`src/rtl/frame_timebase_pkg.sv`:
```
package frame_timebase_pkg;

  typedef enum logic [1:0] {
    TB_WAIT  = 2'd0,
    TB_DELAY = 2'd1,
    TB_RUN   = 2'd2
  } tbState_t;

  typedef struct packed {
    logic runEn;
    logic flush;
  } tbStrobe_t;

endpackage

```
`src/rtl/frame_timebase_ctrl.sv`:
```
module frame_timebase_ctrl
  import frame_timebase_pkg::*;
#(
  parameter int WM_W = 8
) (
  input  logic            clk,
  input  logic            rstN,
  input  logic            pcmSync,
  input  logic            fifoRst,
  input  logic [WM_W-1:0] wmLevel,
  output tbStrobe_t       strobes
);

  tbState_t        state;
  logic [WM_W-1:0] dlyCnt;

  always_ff @(posedge clk) begin
    if (!rstN) begin
      state  <= TB_WAIT;
      dlyCnt <= '0;
    end else if (fifoRst) begin
      state  <= TB_WAIT;
      dlyCnt <= '0;
    end else begin
      unique case (state)
        TB_WAIT: begin
          if (pcmSync) begin
            if (wmLevel == '0) begin
              state <= TB_RUN;
            end else begin
              state  <= TB_DELAY;
              dlyCnt <= wmLevel;
            end
          end
        end
        TB_DELAY: begin
          if (dlyCnt == WM_W'(1)) begin
            state  <= TB_RUN;
            dlyCnt <= '0;
          end else begin
            dlyCnt <= dlyCnt - WM_W'(1);
          end
        end
        TB_RUN:  state <= TB_RUN;
        default: state <= TB_WAIT;
      endcase
    end
  end

  always_comb begin
    strobes.runEn = (state == TB_RUN);
    strobes.flush = fifoRst;
  end

endmodule

```
`src/rtl/frame_timebase_dp.sv`:
```
module frame_timebase_dp
  import frame_timebase_pkg::*;
#(
  parameter int LEN_W    = 16,
  parameter int WM_W     = 8,
  parameter int PRESCALE = 48,
  parameter int BLK_W    = 12
) (
  input  logic             clk,
  input  logic             rstN,
  input  tbStrobe_t        strobes,
  input  logic [LEN_W-1:0] frameLen,
  input  logic [WM_W-1:0]  wmLevel,
  input  logic [WM_W-1:0]  fifoLevel,
  output logic             frameStart,
  output logic [LEN_W:0]   bitPos,
  output logic             blockTick,
  output logic [BLK_W-1:0] blockIdx,
  output logic             stuffNow,
  output logic             stuffSlot
);

  localparam int POS_W = LEN_W + 1;
  localparam int PRE_W = (PRESCALE > 1) ? $clog2(PRESCALE) : 1;

  logic [POS_W-1:0] posCnt;
  logic [PRE_W-1:0] preCnt;
  logic [BLK_W-1:0] blkCnt;
  logic             stuffCur;
  logic [POS_W-1:0] nomLen;
  logic [POS_W-1:0] lastIdx;
  logic             frameEnd;
  logic             preWrap;

  always_comb begin
    nomLen   = {1'b0, frameLen};
    lastIdx  = nomLen - POS_W'(1) + (stuffCur ? POS_W'(2) : POS_W'(0));
    frameEnd = strobes.runEn && (posCnt == lastIdx);
    preWrap  = (preCnt == PRE_W'(PRESCALE - 1));
  end

  always_ff @(posedge clk) begin
    if (!rstN || strobes.flush || !strobes.runEn) begin
      posCnt   <= '0;
      preCnt   <= '0;
      blkCnt   <= '0;
      stuffCur <= 1'b0;
    end else if (frameEnd) begin
      posCnt   <= '0;
      preCnt   <= '0;
      blkCnt   <= '0;
      stuffCur <= (fifoLevel < wmLevel);
    end else begin
      posCnt <= posCnt + POS_W'(1);
      if (preWrap) begin
        preCnt <= '0;
        blkCnt <= blkCnt + BLK_W'(1);
      end else begin
        preCnt <= preCnt + PRE_W'(1);
      end
    end
  end

  always_comb begin
    frameStart = strobes.runEn && (posCnt == '0);
    blockTick  = strobes.runEn && (preCnt == '0);
    bitPos     = posCnt;
    blockIdx   = blkCnt;
    stuffNow   = stuffCur;
    stuffSlot  = strobes.runEn && stuffCur && (posCnt >= nomLen);
  end

endmodule

```
`src/rtl/frame_timebase.sv`:
```
module frame_timebase
  import frame_timebase_pkg::*;
#(
  parameter int LEN_W    = 16,
  parameter int WM_W     = 8,
  parameter int PRESCALE = 48,
  parameter int BLK_W    = $clog2((2 ** (LEN_W + 1)) / PRESCALE + 1)
) (
  input  logic             clk,
  input  logic             rstN,
  input  logic             pcmSync,
  input  logic             fifoRst,
  input  logic [LEN_W-1:0] frameLen,
  input  logic [WM_W-1:0]  wmLevel,
  input  logic [WM_W-1:0]  fifoLevel,
  output logic             aligned,
  output logic             frameStart,
  output logic [LEN_W:0]   bitPos,
  output logic             blockTick,
  output logic [BLK_W-1:0] blockIdx,
  output logic             stuffNow,
  output logic             stuffSlot
);

  tbStrobe_t strobes;

  frame_timebase_ctrl #(.WM_W(WM_W)) i_ctrl (
    .clk     (clk),
    .rstN    (rstN),
    .pcmSync (pcmSync),
    .fifoRst (fifoRst),
    .wmLevel (wmLevel),
    .strobes (strobes)
  );

  frame_timebase_dp #(
    .LEN_W    (LEN_W),
    .WM_W     (WM_W),
    .PRESCALE (PRESCALE),
    .BLK_W    (BLK_W)
  ) i_dp (
    .clk        (clk),
    .rstN       (rstN),
    .strobes    (strobes),
    .frameLen   (frameLen),
    .wmLevel    (wmLevel),
    .fifoLevel  (fifoLevel),
    .frameStart (frameStart),
    .bitPos     (bitPos),
    .blockTick  (blockTick),
    .blockIdx   (blockIdx),
    .stuffNow   (stuffNow),
    .stuffSlot  (stuffSlot)
  );

  assign aligned = strobes.runEn;

endmodule

```
`config.mk`:
```
export PLATFORM = sky130hd
export DESIGN_NAME = frame_timebase
export DESIGN_NICKNAME = d
export VERILOG_FILES = /design/src/rtl/frame_timebase_pkg.sv /design/src/rtl/frame_timebase_ctrl.sv /design/src/rtl/frame_timebase_dp.sv /design/src/rtl/frame_timebase.sv
export SDC_FILE = /design/constraint.sdc
export NUM_CORES = 1
export LEC_CHECK = 0
export ABC_AREA = 0
export CORE_MARGIN = 10
export CORE_UTILIZATION = 25
export CTS_CLUSTER_DIAMETER = 60
export CTS_CLUSTER_SIZE = 8
export DETAILED_ROUTE_END_ITERATION = 10
export GPL_TIMING_DRIVEN = 0
export HOLD_SLACK_MARGIN = 0.1
export PLACE_DENSITY = 0.45
export SLEW_MARGIN = 5
export SYNTH_ARGS = -nofsm -noshare
export SYNTH_HDL_FRONTEND = slang
export SYNTH_SLANG_ARGS = --single-unit
```
`constraint.sdc`:
```
create_clock -name clk -period 4.6 [get_ports clk]
set_input_delay 0.92 -clock clk [delete_from_list [all_inputs] [get_ports clk]]
set_output_delay 0.92 -clock clk [all_outputs]
set_load 0.01 [all_outputs]
```
==> After elaboration in Yosys (flattened, before gate mapping) <==
Index checks and enable logic that the tools add are counted.
{ "op_classes": {"mul": 0, "mux": 9, "eq_ne": 8, "div_mod_pow": 0, "shifts": 0, "order_cmp": 2, "n_bitwise": 1, "reduce_logical": 19, "addsub": 6} }
{ "ops": {"columns": ["cell", "n"], "rows": [
  ["$mux W8", 3],
  ["$add A17 B1 Y17 const B", 1],
  ["$add A17 B17 Y17", 1],
  ["$eq A17 B17 Y1", 1],
  ["$ge A17 B16 Y1", 1],
  ["$logic_not A17 Y1", 1],
  ["$sub A16 B1 Y17 const B", 1],
  ["$pmux W8 S2", 1],
  ["$add A12 B1 Y12 const B", 1],
  ["$eq A8 B1 Y1 const B", 1],
  ["$logic_not A8 Y1", 1],
  ["$lt A8 B8 Y1", 1],
  ["$mux W2", 4],
  ["$sub A8 B1 Y8 const B", 1],
  ["$add A6 B1 Y6 const B", 1],
  ["$eq A6 B6 Y1 const B", 1],
  ["$logic_not A6 Y1", 1],
  ["$pmux W2 S3", 1],
  ["$logic_and A1 B1 Y1", 5],
  ["$ne A2 B2 Y1 const B", 2],
  ["$reduce_or A2 Y1", 2],
  ["$reduce_and A3 Y1", 1],
  ["$reduce_or A3 Y1", 1],
  ["$eq A2 B1 Y1 const B", 1],
  ["8 further kinds", 10]
]} }
{ "word_totals": {"rom_bits": 0, "ram_bits": 0, "memories": 0, "ff_bits": 46, "latch_bits": 0, "wordCells": 51, "out_inout_bits": 34, "in_bits": 36} }

==> Longest topological paths before layout <==
Gate-level depths: netlist of the first run.
{ "depth": {"depth_word": 5, "mapped_depth": 15, "mapped_depth_nobuf": 13} }

==> Modules after synthesis <==
From an unflattened synthesis of the first run, not the netlist that was laid out.
{ "hier_totals": {"cells_unflattened": 504, "area_unflattened_um2": 4240.3} }
{ "modules_own_cells": {"columns": ["module", "seq_area_each_um2", "area_per_inst_um2", "cells_per_inst", "instances"], "rows": [
  ["frame_timebase_dp", 720.7, 3424.5, 405, 1],
  ["frame_timebase_ctrl", 200.2, 815.8, 99, 1]
]} }

==> Worst setup path before layout of the first run <==
No wires, ideal clock.
{ "synth_timing": {"path_type": "input -> register", "startpoint": "input port frameLen[1]", "endpoint": "register i_dp.blkCnt[3] (netlist: i_dp.blockIdx[3])", "setup_slack_ns": 0.917, "path_buffers": 2, "required_time_ns": 4.459, "setup_time_ns": 0.141, "arrival_ns": 3.543, "stages": 15, "path_cell_list": "inv_1 -> ha_1 -> inv_1 -> ha_1 -> fa_1 -> xor2_1 -> nor4b_2 -> nand4_1 -> a2111oi_2 -> nand4_1 -> nor4b_2 -> and3_1 -> buf_6 -> buf_12 -> nor3_2"} }
{ "synth_via": {"elab_chain_cells": 5} }
{ "synth_lines": {"columns": ["element", "line", "text"], "rows": [
  ["from (decl)", "frame_timebase.sv:13", "input logic [LEN_W-1:0] frameLen,"],
  ["$sub A16 B1 Y17", "frame_timebase_dp.sv:37", "lastIdx = nomLen - POS_W'(1) + (stuffCur ? POS_W'(2) : POS_W'(0));"],
  ["$add A17 B17 Y17", "frame_timebase_dp.sv:37", null],
  ["$eq A17 B17 Y1", "frame_timebase_dp.sv:38", "frameEnd = strobes.runEn && (posCnt == lastIdx);"],
  ["$logic_and A1 B1 Y1", "frame_timebase_dp.sv:38", null],
  ["$reduce_or A2 Y1 (no source line)", null, null],
  ["to (signal assigned)", "frame_timebase_dp.sv:57", "blkCnt <= blkCnt + BLK_W'(1);"],
  ["to (decl)", "frame_timebase_dp.sv:28", "logic [BLK_W-1:0] blkCnt;"]
]} }
Every way passes these cells.
A chain may end at the register's enable or synchronous reset.

==> Final worst setup path of the first run <==
{ "layout_timing": {"startpoint": "input port frameLen[10]", "endpoint": "output port stuffSlot"} }
{ "layout_via": {"elab_chain_cells": 2} }
{ "layout_lines": {"columns": ["element", "line", "text"], "rows": [
  ["$ge A17 B16 Y1", "frame_timebase_dp.sv:70", "stuffSlot = strobes.runEn && stuffCur && (posCnt >= nomLen);"],
  ["$logic_and A1 B1 Y1", "frame_timebase_dp.sv:70", null],
  ["to (decl)", "frame_timebase.sv:22", "output logic stuffSlot"]
]} }
Every way passes these cells.

==> results of run 1 <==
how the worst max path moves through the flow:
stage | endpoint | cells past startpoint | from | slack (ps)
after floorplan | i_dp.blockIdx[3] | 15 | frameLen[1] | 920
after global placement | i_dp.blockIdx[6] | 16 | frameLen[1] | -70
final | stuffSlot | 10 | frameLen[10] | 260
after CTS | i_dp.blockIdx[5] | 16 | frameLen[1] | 230
after global routing | i_dp.bitPos[5] | 16 | frameLen[1] | 50
after detailed placement | i_dp.blockIdx[5] | 16 | frameLen[1] | -60
through the flow:
stage	power [mW]	hold WS [ps]	setup TNS (ps)	worst slack [ps]
global placement	0.673	470	-1940	-68.4
floorplan	0.595	445	0	917
CTS	1.05	491	0	230
detailed placement	0.675	481	-1600	-60.1
global route	1.10	532	0	51.5
finish	1.03	486	0	264
routing by layer:
metal | wire, microns | part of all wire [%]
met5 | 0 | 0
met1 | 5540 | 47
met4 | 110 | 0.93
met3 | 465 | 4.0
met2 | 5650 | 48
cells by family after synthesis:
family          Yosys count
simple gates            176
compound gates           90
buf+inv                  56
xor+xnor                 53
fa+ha+maj                51
flops                    46
mux                       7
area by class of cell:
type | count | area (sq um) | area share, %
plain buffers | 15 | 120 | 2.31
clock inverters | 3 | 21.3 | 0.409
multi-input cells | 377 | 2890 | 55.7
inverters | 41 | 154 | 2.96
well taps | 216 | 270 | 5.20
repair buffers | 69 | 691 | 13.3
flip-flops and latches | 46 | 921 | 17.7
clock buffers | 5 | 125 | 2.41
synthesized netlist by cell type (4+ instances only):
master / count / area (sq um)
sky130_fd_sc_hd__nand2_1: 32 / 120
sky130_fd_sc_hd__nand2b_1: 10 / 62.6
sky130_fd_sc_hd__nor4_1: 12 / 75.1
sky130_fd_sc_hd__dfxtp_1: 46 / 921
sky130_fd_sc_hd__ha_1: 50 / 626
sky130_fd_sc_hd__xor2_1: 28 / 245
sky130_fd_sc_hd__and3_1: 10 / 62.6
sky130_fd_sc_hd__a211oi_1: 4 / 30.0
sky130_fd_sc_hd__xnor2_1: 25 / 219
sky130_fd_sc_hd__nand3_1: 15 / 75.1
sky130_fd_sc_hd__o21ai_0: 14 / 70.1
sky130_fd_sc_hd__o21a_1: 8 / 60.1
sky130_fd_sc_hd__nor3_1: 7 / 35.0
sky130_fd_sc_hd__a31oi_1: 6 / 37.5
sky130_fd_sc_hd__a22oi_1: 5 / 37.5
sky130_fd_sc_hd__nor2b_1: 4 / 25.0
sky130_fd_sc_hd__clkbuf_1: 5 / 18.8
sky130_fd_sc_hd__a21oi_1: 20 / 100
sky130_fd_sc_hd__nand4_1: 11 / 68.8
sky130_fd_sc_hd__nor3_2: 29 / 290
sky130_fd_sc_hd__inv_1: 41 / 154
sky130_fd_sc_hd__nor2_1: 27 / 101
sky130_fd_sc_hd__a21o_1: 10 / 75.1
worst max-delay path, stage by stage:
cell,delay [ps]
sky130_fd_sc_hd__clkdlybuf4s50_1,500
sky130_fd_sc_hd__inv_1,70
sky130_fd_sc_hd__ha_1,310
sky130_fd_sc_hd__nand4_1,180
sky130_fd_sc_hd__nor4_1,90
sky130_fd_sc_hd__a211o_1,260
sky130_fd_sc_hd__a211o_1,290
sky130_fd_sc_hd__a31oi_1,170
sky130_fd_sc_hd__o31ai_1,120
sky130_fd_sc_hd__clkdlybuf4s50_1,500
power groups by stage:
stage	clock, mW	sequential, mW	combinational, mW
2_1_floorplan	0	0.414	0.181
3_3_place_gp	0	0.415	0.258
3_5_place_dp	0	0.415	0.260
4_1_cts	0.378	0.406	0.262
5_1_grt	0.397	0.406	0.294
6_report	0.361	0.406	0.261
sequential cells by signal, indices dropped and copies added, names as in the netlist:
signal	flops
i_dp.preCnt	6
i_ctrl.state	2
i_ctrl.dlyCnt	8
i_dp.blockIdx	12
i_dp.stuffNow	1
i_dp.bitPos	17
==> metrics list, run 1 <==
- Status: complete, no violations
- Port-buffer cells: 69
- DRC violations left: 0
- Worst min-delay path category: reg -> reg
* Total number of nets in the final design: 642
- In this run the worst path has a maximum fanout of 2.
* Power share of the clock group: 35.2%
- Reg2Reg Depth: 15
* Critical path data arrival time: 3420 ps
* Slew at the pin closest to its max-slew limit: around 730 ps
- From bottom edge to top edge, the die measures ~150 microns.
- The initial antenna violation count came to 0.
- In the global route stage, overall resource usage came out at roughly 11%.
- Portion of the post-synthesis area used by sequential elements: between 20 and 25%
- The internal power of the cells totals roughly 0.73 mW.
- Relative max-transition margin: 51.4%
* Net count after synthesis: roughly 570
* Xor/xnor share of the synthesized area: between 10% and 20%
- Wires add up to 11.8 mm.
- Entering global routing, the biggest net connects 16 pins.
- Setup bufs post-CTS: 0
* Synth Area in Compound Gates: around 15%
- Post-synthesis mux area share: under 10%
- Across the routed clock network, the largest skew measured is between 3 and 4 ps.
- DRC marker count from the first detailed-route iteration: roughly 150
- The die covers 21900 sq um.
* Number of global-route vias before repair: around 3.7k
- Simple-Gate Fraction of Synth Area: a little over a quarter
- Clock Pin Slew Worst Setup and Hold Paths: approximately 60 ps
* Count of antenna diodes in the layout: 0
* Met2 track demand over resource: between 15 and 20%
- In this run the horizontal extent of the chip is 148 microns.
- Global-route wire length before repair: about 19 mm
* Quantity of hold-fixing buffers added after cts: 0
* Setup repair after global routing missed its margin: no
- The worst hold path terminates at i_dp.preCnt[0].
- The library cell used most frequently in the layout, excluding fill and tap cells, is sky130_fd_sc_hd__clkdlybuf4s50_1.
- Dividing total power by cell area gives a power density of between 150 and 200 nW/um^2.
- FF-to-FF setup slack: approximately 870 ps
* Std-Cell Core Area: roughly 16000 sq um
- Number of register bits inferred by synthesis: between 40 and 50
- Max-slew violation count: 0
- No sink is reached through more buffers than the 2 on the longest clock path.
- After routing the design area is between 5000 and 6000 sq um.
- TritonCTS clock tree: yes
* # rows: between 40 and 50
- For this block, the via count after detailed routing is between 3k and 4k.
- Buffers inserted during clock tree synthesis total 5.
* Post-synth EDFFs: 0
* Final weighted congestion in routability-driven placement: between 0.8 and 0.9
* Cell area after synthesis: roughly 4100 sq um
* Maxcap violations: 0
- Sequential cells account for between 30% and 40% of the total power.
* Master cell of the clock root buffer: sky130_fd_sc_hd__clkbuf_16
* Met1 demand-to-capacity share in global routing: between 10% and 20%
* Area added between synthesis and finish: 27.1%
- met2 is the most crowded layer.
- Global routing consumed, on the met3 layer, under 10% of the routing resources.
* Minimum clock period: about 4300 ps
- Reg-to-reg startpoint: i_dp.stuffNow
- Setup violators final: 0
- Cell depth of the worst hold path: 1
- Dominant combinational cell family by area after synthesis: simple AND/OR/NAND/NOR gates
* Post-detailed-route count of antenna-violating nets: 0
* Fraction of layout cells with a size suffix above 1: about 10%
- Summing the areas of all fa, ha and maj instances in the mapped netlist gives roughly 16% of the synthesized area.
- The finished layout holds 772 standard cells, fillers aside.
- For this run, the leading register cell type out of synthesis is sky130_fd_sc_hd__dfxtp_1.
* Min-delay src: i_dp.preCnt[0]
- Using the TritonRoute via totals, the vias-per-cell ratio works out to 4.73.
* Total congestion overflow after global routing: 0
* Fraction of registers with async set or reset after synthesis: 0%
- Total net switching power: just over 0.3 mW
- Reg2Reg Capture Point: i_dp.preCnt[2]
- In the finished design, the share of the clock period the worst path needs comes to between 90 and 100%.
- After technology mapping, the gate count stands at 479.
* Post-synthesis area per instance: 8.54 sq um
- Effective utilization at floorplan: about a quarter
* Routed length per instance: between 15 and 20 microns
- Combinational logic is responsible for roughly a quarter of the overall power.
* Max Freq: 231 MHz
* Detailed Routing Iterations Pass 1: 4
- In this run the count of I/O pins placed on the die edge is 70.
- Number of instances resized during post-cts repair: 0
* Setup crit end kind: output pin
- CTS built an H-tree with a depth of 2.
- Skew-Pair Late Insertion Delay: 290 ps
- Leakage power of the design: 1.98 nW
- Fill cells in the final layout number approximately 1.7k.
* Sum of net half-perimeters after detailed placement: roughly 9.6 mm
- Measured on the finished design, the core utilization comes to roughly a third.
* Netlist cell types: between 50 and 60
* Switching part of the total power: just under 30%
- Hold violation total from the final report: 0
- IR analysis of the VDD net gives a maximum drop of between 0.1 and 0.15 mV.
- In this run, placement finished with an instance count of roughly 760.
* Critical Path Start Type: input port
- Synth warn: 0
* CP required: about 3700 ps
- Most frequent cells in the layout: sky130_fd_sc_hd__clkdlybuf4s50_1 (69), sky130_fd_sc_hd__ha_1 (50), sky130_fd_sc_hd__dfxtp_1 (46)
- The setup path with the least slack is of type in -> out.
- The clock drives 46 sinks.
- Once placement finished, the instance area stood at 5050 sq um.
Power figures use the tool's default switching activity.
==> run 2: changes to the inputs <==
==> constraint.sdc (replaced) <==
create_clock -name clk -period 4.6 [get_ports clk]
set_input_delay 1.15 -clock clk [delete_from_list [all_inputs] [get_ports clk]]
set_output_delay 1.15 -clock clk [all_outputs]
set_load 0.01 [all_outputs]
==> metrics list, run 2 (synthesis results as in run 1) <==
- The vias after detailed routing was 3678 (+0.71%).
- Die width: 148 microns (unchanged)
- The clock sink total was 46 (unchanged).
- The number of remaining DRC errors came to 0 (unchanged).
* Worst min-delay path category: reg -> reg
- The antenna diode instance count came to 0 (unchanged).
* Minimum clock period: 4440 ps (+103 ps)
- The total chip power came to 1.03 mW (+0.26%).
- H-tree level count: 2 (unchanged)
- The overall global routing resource usage is 10.7% (about the same).
- The normalized max-slew margin was 50.0% (-1.4 points).
- Status: complete, no violations
- The library cell used most frequently in the layout, excluding fill and tap cells, is sky130_fd_sc_hd__clkdlybuf4s50_1.
- The number of buffer cells added on primary ports is 69 (unchanged).
* Critical path's top delay family: compound AO/OA/AOI/OAI gates
- Largest vdd supply drop: 0.133 mV (+0.94%)
- Critical Path Source: frameLen[11]
- The critical path goes through clkdlybuf4s50_1, inv_1, ha_1, nand4_1, nor4_1, a211o_1, a211o_1, a31oi_1, o31ai_1, clkbuf_2.
* Max-slew violation count: 0 (unchanged)
- The initial standard-cell utilization of the core was 25.6% (unchanged).
- The tree is rooted in a sky130_fd_sc_hd__clkbuf_16.
* Quantity of hold-fixing buffers added after cts: 0 (unchanged)
* Total number of nets in the final design: 648 (+0.93%)
* Critical path data arrival time: 3290 ps (-130 ps)
* Sum of net half-perimeters after detailed placement: 9.61 mm (unchanged)
* Reg2Reg Depth: 15 (unchanged)
- Slew at the pin closest to its max-slew limit: 746 ps (+20.9 ps)
* Overall die height: 148 microns (unchanged)
- Crit path buf inv count: 3 (unchanged)
* Post-detailed-route count of antenna-violating nets: 0 (unchanged)
* Cell depth of the worst hold path: 1 (unchanged)
* Detailed Routing Iterations Pass 1: 6 (+2)
* Hold violation total from the final report: 0 (unchanged)
- Sum of routed wire length over all layers: 12.1 mm (+2.6%)
* Max Freq: 225 MHz (-2.3%)
- The clock edge transition at the registers on the reported setup and hold paths came to 70 ps (about the same).
* Cell depth of the worst setup path: 10 (unchanged)
- The worst-case clock skew was 3.56 ps (-0.244 ps).
- The wire length per cell was 15.5 microns (+1.8%).
- Post-route fraction of the period consumed by the critical path: 96.5% (+2.2 points)
- Area added between synthesis and finish: 30.3%
- Reg-to-reg startpoint: i_dp.stuffNow
- Largest net degree at the start of global routing: 16 (unchanged)
- The via count of the first global-routing pass was 3721 (-0.054%).
- Highest net fanout along the worst path: 2 (unchanged)
- The number of flip-flops under the largest register name came to 17 (unchanged).
* Final weighted congestion in routability-driven placement: 0.880 (unchanged)
* TritonCTS clock tree: yes
* Maxcap violations: 0 (unchanged)
- Reg2Reg Capture Point: i_dp.bitPos[7]
- The number of DRC markers after the initial detailed-route iteration was 121 (-19%).
* Most frequent cells in the layout: sky130_fd_sc_hd__clkdlybuf4s50_1 (67), sky130_fd_sc_hd__ha_1 (49), sky130_fd_sc_hd__dfxtp_1 (46)
* Mean number of vias per cell: 4.73 (about the same)
- Power per standard cell area: 193 nW/um^2 (-2.2%)
- The residual overflow from global routing was 0 (unchanged).
* CP required: 3450 ps (-230 ps)
- Longest Clk Path Bufs: 2 (unchanged)
* Setup repair after global routing missed its margin: no
* # rows: 46 (unchanged)
* Endpoint of the most critical setup path: stuffSlot
* Setup crit end kind: output pin
- Setup violators final: 0 (unchanged)
* Fraction of layout cells with a size suffix above 1: 11.9% (+1.7 points)
* Kind of critical path: in -> out
- The worst-case register-to-register setup slack was 820 ps (-50 ps).
* Critical Path Start Type: input port
- Antenna violations before repair: 0 (unchanged)
- The slowest stage of the critical path belongs to the cell sky130_fd_sc_hd__clkdlybuf4s50_1.
- Skew-Pair Late Insertion Delay: 290 ps (about the same)
- Global-route wire length before repair: 19.4 mm (about the same)
- The number of buffers created by CTS is 5 (unchanged).
* Leakage power of the design: 2.04 nW (+2.9%)
- Worst stage delay on the critical path: 500 ps (about the same)
- The final standard cell utilization of the core is 33.4% (+0.83 points).
- Critical Path Most Common Cell: sky130_fd_sc_hd__a211o_1
- Std-Cell Core Area: 15900 sq um (unchanged)
- The die outline area is 21900 sq um (unchanged).
- IO Pins: 70 (unchanged)
## run 2: metal layers
layer / track usage [%] / part of all wire [%] / vias to the layer above
li1: - / - / 1878
met1: 13.6 / 46 / 1718
met2: 18.3 / 48 / 73
met3: 2.14 / 4.0 / 9
met4: 2.23 / 1.3 / 0
met5: 0 / 0 / -
## run 2: worst register-to-register path, stage by stage, from the launching register on
cell,delay (ps)
sky130_fd_sc_hd__dfxtp_1,480
sky130_fd_sc_hd__inv_1,100
sky130_fd_sc_hd__ha_1,280
sky130_fd_sc_hd__inv_1,60
sky130_fd_sc_hd__ha_4,160
sky130_fd_sc_hd__fa_1,470
sky130_fd_sc_hd__xor2_1,160
sky130_fd_sc_hd__nor4b_2,440
sky130_fd_sc_hd__nand4_1,230
sky130_fd_sc_hd__a2111oi_4,260
sky130_fd_sc_hd__nand4_1,180
sky130_fd_sc_hd__nor4b_2,260
sky130_fd_sc_hd__and3_4,260
sky130_fd_sc_hd__buf_8,130
sky130_fd_sc_hd__clkbuf_16,150
sky130_fd_sc_hd__nor3_2,40
## run 2: worst min-delay path by stage
stage / start / endpoint
2_1_floorplan: i_dp.preCnt[0] / i_dp.preCnt[0]
3_5_place_dp: i_dp.preCnt[0] / i_dp.preCnt[0]
5_1_grt: i_dp.preCnt[0] / i_dp.preCnt[0]
4_1_cts: i_dp.preCnt[0] / i_dp.preCnt[0]
6_report: i_dp.preCnt[0] / i_dp.preCnt[0]
3_3_place_gp: i_dp.preCnt[0] / i_dp.preCnt[0]
## run 2: power by group
part	total [mW]	leakage, nW	switching [mW]	internal (mW)
combinational	0.264	1.60	0.141	0.123
clock	0.361	0.0698	0.159	0.201
sequential	0.406	0.371	0.00402	0.402
## run 2: through the flow
step	setup TNS [ps]	setup WS (ps)	instances	hold slack, ps	area [sq um]
2_1_floorplan	0	687	479	445	4090
3_3_place_gp	-10060	-298	764	470	5050
3_5_place_dp	-9640	-290	764	481	5050
4_1_cts	0	0.0662	772	491	5200
5_1_grt	0	23.8	778	525	5330
6_report	0	160	778	479	5330
## run 2: what timing repair did
action / 4_1_cts / 5_1_grt
cloned: 0 / 4
buffers inserted: 0 / 2
pin swaps: 1 / 8
setup endpoints to repair: 1 / 37
gates resized for setup: 2 / 12
## run 2: cell type report
class | instances | area [sq um]
plain buffers | 15 | 124
clock buffers | 5 | 125
clock inverters | 3 | 21.3
fillers | 1674 | 10600
inverters | 41 | 154
multi-input cells | 377 | 2920
flip-flops and latches | 46 | 921
well taps | 216 | 270
repair buffers | 75 | 790
